**src/rtl/fcap_pkg.sv**
```systemverilog
package fcap_pkg;

  localparam int WORD_W     = 32;
  localparam int FADDR_W    = 64;
  localparam int BASE_OFF   = 32'h20;
  localparam int STRIDE_LG2 = 4;
  localparam int DIR_BIT    = 24;
  localparam int NS_BIT     = 21;
  localparam int PRIV_BIT   = 20;
  localparam int VN_LSB     = 24;
  localparam int VN_FIELD_W = 4;
  localparam int ID_FIELD_W = 24;

  typedef enum logic [1:0] {
    W_ADDR_LO = 2'd0,
    W_ADDR_HI = 2'd1,
    W_CTRL    = 2'd2,
    W_IDENT   = 2'd3
  } word_sel_e;

  function automatic logic [WORD_W-1:0] pack_ctrl(input logic wr, input logic ns,
                                                  input logic pv);
    logic [WORD_W-1:0] w;
    w = '0;
    w[DIR_BIT]  = wr;
    w[NS_BIT]   = ns;
    w[PRIV_BIT] = pv;
    return w;
  endfunction

  function automatic logic [WORD_W-1:0] pack_ident(input logic [VN_FIELD_W-1:0] vn,
                                                   input logic [ID_FIELD_W-1:0] id);
    logic [WORD_W-1:0] w;
    w = '0;
    w[VN_LSB +: VN_FIELD_W] = vn;
    w[ID_FIELD_W-1:0]       = id;
    return w;
  endfunction

  function automatic logic [WORD_W-1:0] pick_word(input logic [FADDR_W-1:0] a,
                                                  input logic [WORD_W-1:0] ctrl,
                                                  input logic [WORD_W-1:0] ident,
                                                  input word_sel_e sel);
    case (sel)
      W_ADDR_LO: return a[WORD_W-1:0];
      W_ADDR_HI: return a[FADDR_W-1:WORD_W];
      W_CTRL:    return ctrl;
      default:   return ident;
    endcase
  endfunction

endpackage

```
**src/rtl/fcap_slot.sv**
```systemverilog
module fcap_slot
  import fcap_pkg::*;
#(
  parameter int ID_W = 16,
  parameter int VN_W = 4
) (
  input  logic                   clk,
  input  logic                   rst_n,
  input  logic                   ev_perm,
  input  logic                   ev_ovlp,
  input  logic [FADDR_W-1:0]     ev_addr,
  input  logic                   ev_write,
  input  logic                   ev_nonsec,
  input  logic                   ev_priv,
  input  logic [ID_W-1:0]        ev_id,
  input  logic [VN_W-1:0]        ev_vn,
  input  logic                   clr,
  output logic                   flag,
  output logic                   ev_hit,
  output logic                   cap_en,
  output logic [3:0][WORD_W-1:0] words
);

  logic [FADDR_W-1:0] addr_q;
  logic               write_q, ns_q, priv_q;
  logic [ID_W-1:0]    id_q;
  logic [VN_W-1:0]    vn_q;
  logic               flag_q;

  logic [ID_FIELD_W-1:0] id_ext;
  logic [VN_FIELD_W-1:0] vn_ext;

  assign ev_hit = ev_perm | ev_ovlp;
  assign cap_en = ev_hit & (~flag_q | clr);

  always_ff @(posedge clk or negedge rst_n) begin
    if (!rst_n) begin
      flag_q <= 1'b0;
    end else if (ev_hit) begin
      flag_q <= 1'b1;
    end else if (clr) begin
      flag_q <= 1'b0;
    end
  end

  always_ff @(posedge clk or negedge rst_n) begin
    if (!rst_n) begin
      addr_q  <= '0;
      write_q <= 1'b0;
      ns_q    <= 1'b0;
      priv_q  <= 1'b0;
      id_q    <= '0;
      vn_q    <= '0;
    end else if (cap_en) begin
      addr_q  <= ev_addr;
      write_q <= ev_write;
      ns_q    <= ev_nonsec;
      priv_q  <= ev_priv;
      id_q    <= ev_id;
      vn_q    <= ev_vn;
    end
  end

  always_comb begin
    id_ext = '0;
    vn_ext = '0;
    id_ext[ID_W-1:0] = id_q;
    vn_ext[VN_W-1:0] = vn_q;
  end

  assign flag = flag_q;

  for (genvar w = 0; w < 4; w++) begin : g_word
    assign words[w] = pick_word(addr_q, pack_ctrl(write_q, ns_q, priv_q),
                                pack_ident(vn_ext, id_ext), word_sel_e'(w));
  end

endmodule

```
**src/rtl/fcap_rdmux.sv**
```systemverilog
module fcap_rdmux
  import fcap_pkg::*;
#(
  parameter int NF   = 4,
  parameter int RA_W = 12
) (
  input  logic [RA_W-1:0]                rd_addr,
  input  logic [NF-1:0][3:0][WORD_W-1:0] slot_words,
  output logic [WORD_W-1:0]              rd_data,
  output logic                           rd_hit
);

  localparam int IDX_W = RA_W - STRIDE_LG2;

  logic [RA_W-1:0]  rel;
  logic [IDX_W-1:0] idx;
  logic [1:0]       sel;

  always_comb begin
    rel     = rd_addr - RA_W'(BASE_OFF);
    idx     = rel[RA_W-1:STRIDE_LG2];
    sel     = rel[3:2];
    rd_hit  = (rd_addr[1:0] == 2'b00) && (rd_addr >= RA_W'(BASE_OFF)) &&
              (32'(idx) < NF);
    rd_data = '0;
    for (int f = 0; f < NF; f++) begin
      if (rd_hit && (32'(idx) == f)) rd_data = slot_words[f][sel];
    end
  end

endmodule

```
**src/rtl/fail_capture_unit.sv**
```systemverilog
module fail_capture_unit
  import fcap_pkg::*;
#(
  parameter int NF   = 4,
  parameter int ID_W = 16,
  parameter int VN_W = 4,
  parameter int RA_W = 12
) (
  input  logic                 clk,
  input  logic                 rst_n,
  input  logic [NF-1:0]        perm_fail,
  input  logic [NF-1:0]        ovlp_fail,
  input  logic [NF*FADDR_W-1:0] fail_addr,
  input  logic [NF-1:0]        fail_write,
  input  logic [NF-1:0]        fail_nonsec,
  input  logic [NF-1:0]        fail_priv,
  input  logic [NF*ID_W-1:0]   fail_id,
  input  logic [NF*VN_W-1:0]   fail_vn,
  input  logic [NF*2-1:0]      act_cfg,
  input  logic [NF-1:0]        irq_clr,
  output logic [NF-1:0]        irq_flag,
  input  logic [RA_W-1:0]      rd_addr,
  output logic [WORD_W-1:0]    rd_data
);

  logic [NF-1:0]                ev_hit;
  logic [NF-1:0]                cap_en;
  logic [NF-1:0][3:0][WORD_W-1:0] slot_words;
  logic                         rd_hit;

  for (genvar f = 0; f < NF; f++) begin : g_slot
    fcap_slot #(.ID_W(ID_W), .VN_W(VN_W)) u_slot (
      .clk       (clk),
      .rst_n     (rst_n),
      .ev_perm   (perm_fail[f]),
      .ev_ovlp   (ovlp_fail[f]),
      .ev_addr   (fail_addr[f*FADDR_W +: FADDR_W]),
      .ev_write  (fail_write[f]),
      .ev_nonsec (fail_nonsec[f]),
      .ev_priv   (fail_priv[f]),
      .ev_id     (fail_id[f*ID_W +: ID_W]),
      .ev_vn     (fail_vn[f*VN_W +: VN_W]),
      .clr       (irq_clr[f]),
      .flag      (irq_flag[f]),
      .ev_hit    (ev_hit[f]),
      .cap_en    (cap_en[f]),
      .words     (slot_words[f])
    );
  end

  fcap_rdmux #(.NF(NF), .RA_W(RA_W)) u_rdmux (
    .rd_addr    (rd_addr),
    .slot_words (slot_words),
    .rd_data    (rd_data),
    .rd_hit     (rd_hit)
  );

endmodule

```
**config.mk**
```make
export PLATFORM = sky130hd
export DESIGN_NAME = fail_capture_unit
export DESIGN_NICKNAME = d
export VERILOG_FILES = /design/src/rtl/fcap_pkg.sv /design/src/rtl/fcap_slot.sv /design/src/rtl/fcap_rdmux.sv /design/src/rtl/fail_capture_unit.sv
export SDC_FILE = /design/constraint.sdc
export NUM_CORES = 1
export LEC_CHECK = 0
export ABC_AREA = 1
export CAP_MARGIN = 20
export CORE_MARGIN = 5
export CORE_UTILIZATION = 38
export DETAILED_ROUTE_END_ITERATION = 10
export GPL_ROUTABILITY_DRIVEN = 0
export MAX_ROUTING_LAYER = met4
export PLACE_DENSITY_LB_ADDON = 0.08
export REMOVE_ABC_BUFFERS = 1
export SYNTH_ARGS = -nofsm -noshare
export SYNTH_HDL_FRONTEND = slang
export SYNTH_SLANG_ARGS = --single-unit
```
**constraint.sdc**
```tcl
create_clock -name clk -period 2.95 [get_ports clk]
set_clock_uncertainty 0.2 [all_clocks]
set_input_delay 0.4425 -clock clk [delete_from_list [all_inputs] [get_ports clk]]
set_output_delay 0.4425 -clock clk [all_outputs]
set_load 0.02 [all_outputs]
```
==> reports/qor.csv <==
metric;value;unit
yosysTopAreaCell;dfrtp_1;
cp_slowest_cell;dlygate4sd2_1;
dpl_worst_slack;-998;ps
setup_viol;0;
finalInstanceArea;24000;sq um
netlist_area;16500;sq um
synth_top_family_by_area;multiplexers;
clockRootBuffer;clkbuf_16;
io_pins;418;
worst_slew_margin_rel;55.3;%
place_hpwl;42.3;mm
ys_types;27;
cts_max_level;2;
tns;0;ps
peakVddDrop;0.000477;V
avgSynthCellArea;10.5;sq um
routedWlPerCell;21.3;microns
drv_slew;0;
clock_latency;550;ps
initial_core_util;38.4;%
yosys.area.top_type_share;53.3;%
die_h;219;microns
numCtsBuffers;41;
antenna_left;0;
reg2reg_depth;4;
crit_arrival;2270;ps
dieArea;47800;sq um
wirelength;57.5;mm
synth-compound-area-share;5.13;%
p_per_area;554;nW/um^2
drive_gt1_share;31.4;%
die_w;219;microns
mostFrequentLayoutCells;clkdlybuf4s50_1 (364), nand2_1 (363), dfrtp_1 (352);
drt-initial-drc-count;749;
synthAdderAreaFrac;0.0757;%
drc;0;
vias_per_cell;4.94;
vias;13300;
p_leak;0.0105;uW
worstReg2RegStart;g_slot[1].u_slot.flag;
hold_viol_final;0;
placed_area;22200;sq um
antenna_found_initial;15;
grt_pass1_vias;13900;
r2r_end;g_slot[1].u_slot.addr_q[56];
crit_type;primary input to primary output;
cts_tree;built;
finalPower;13300;uW
muxShareOfSynthArea;23.7;%
port-buffer-count;409;
synth_xor_area_share;0;%
reg2reg_slack;1180;ps
synthCells;1570;
finalNetCount;2448;
final_common_cell;clkdlybuf4s50_1;
crit_fanout;7;
hold_class;primary input to async pin;
clock.fmax;0.343;GHz
cts_num_sinks;352;
cts_buffer_depth;3;
grt_pass1_wl;85.4;mm
slowest_delay;240;ps
ys_seq_area_share;53.3;%
path_clk_slew;60;ps
status;finished clean;
synth_area_leaders;dfrtp_1 (53%), mux2_2 (24%), nand2_1 (8.6%);
cp.required;2310;ps
synth-seq-cells;352;
holdWs;251;ps
rsz0062_at_grt;true;
min_period;2910;ps
ys_warn_count;0;
grt_max_degree;88;
grt_use_total;24.3;%
firstDrtPassIters;5;
maxCapViolCount;0;
crit_chain;dlygate4sd2_1 -> nor2_2 -> nand2_1 -> nor2_4 -> nand3_4 -> buf_6 -> nor2_4 -> buf_6 -> clkbuf_16 -> nand2_2 -> nand2_1 -> nand2_1 -> nand3_2 -> buf_6;
overflow;0;
worstMarginPinSlew;671;ps
end_kind;primary output;
rows;76;
timing.final.crit_share;98.7;%
area_delta_synth_final;45.3;%
core;43100;sq um
worst_setup_path_start_kind;primary input;
setup_slack;38.6;ps
synth-simple-area-share;14.5;%
-- sequential cells by signal (all words and copies together) (netlist names) --
name                   flops
g_slot.u_slot.addr_q     256
g_slot.u_slot.id_q        64
g_slot.u_slot.vn_ext      16
g_slot.u_slot.flag         4
g_slot.u_slot.ns_q         4
g_slot.u_slot.priv_q       4
g_slot.u_slot.write_q      4
-- worst max-delay path, delay by kind of cell --
| kind | cells | cell delay [ps] |
|---|---|---|
| buf+inv | 5 | 830 |
| simple gates | 9 | 990 |
-- cell usage after synthesis --
cell and instances:
ha_1 1, o21ai_1 7, buf_6 3, inv_1 13, mux2_2 348, a22o_1 1, nor2_2 1, nor2_8 2
nand2_4 1, dfrtp_1 352, buf_2 40, nand4_1 2, nand2_2 1, nand3_4 1, buf_4 7, inv_2 2
nor3_1 21, nor2_4 2, a22oi_1 1, o21ai_0 100, o211ai_1 22, nand3_1 49, nand2_1 378, a21oi_1 26
clkbuf_1 50, nor2_1 137, buf_1 2
-- layout make-up --
type                    instances  area (sq um)
fillers                      3855         19100
flip-flops and latches        352          8810
multi-input cells            1101          7410
repair buffers                554          5590
clock buffers                  63          1260
well taps                     585           732
clock inverters                10           106
inverters                      15          65.1
diodes                         15          37.5
-- cells by family after synthesis --
logic type | after synthesis
flops | 352
buf+inv | 117
simple gates | 595
compound gates | 157
fa+ha+maj | 1
mux | 348
-- stage by stage --
step,instances,util (%)
3_5_place_dp,2591,51.6
2_1_floorplan,1468,-
4_1_cts,2676,55.1
5_1_grt,2695,55.7
3_3_place_gp,2591,51.6
6_report,2695,55.7
-- routing by layer --
| layer | track usage, % | part of all wire [%] | wire, microns |
|---|---|---|---|
| met5 | - | 0 | 0 |
| met4 | 7.20 | 2.2 | 1250 |
| met3 | 4.78 | 5.6 | 3230 |
| met2 | 36.8 | 47 | 26900 |
| met1 | 33.4 | 45 | 26100 |
-- what timing repair did --
item / in CTS / in global routing
hold buffers: 1 / 0
cloned: 1 / 1
pin swaps: 14 / 14
endpoints found under the setup margin: 32 / 32
buffers inserted: 11 / 3
gates resized for setup: 173 / 60
hold endpoints to repair: 64 / 0
-- how the worst max path moves through the flow --
stage,start,end,slack [ps],depth (start not counted)
6_report,rd_addr[10],rd_data[6],40,14
4_1_cts,rd_addr[5],rd_data[10],-5,16
5_1_grt,rd_addr[6],rd_data[6],-50,17
2_1_floorplan,ovlp_fail[0],g_slot[0].u_slot.addr_q[0],-2220,2
3_5_place_dp,rd_addr[6],rd_data[23],-1000,14
3_3_place_gp,rd_addr[6],rd_data[23],-1010,14
-- power breakdown --
group          total (uW)  leakage [uW]  switching [uW]  internal (uW)
clock network        5150      0.000676            2040           3110
logic                2310       0.00572             959           1360
registers            5820       0.00410             323           5500
total               13300        0.0105            3320           9970
Note: power is estimated with default switching activity, not from simulation.
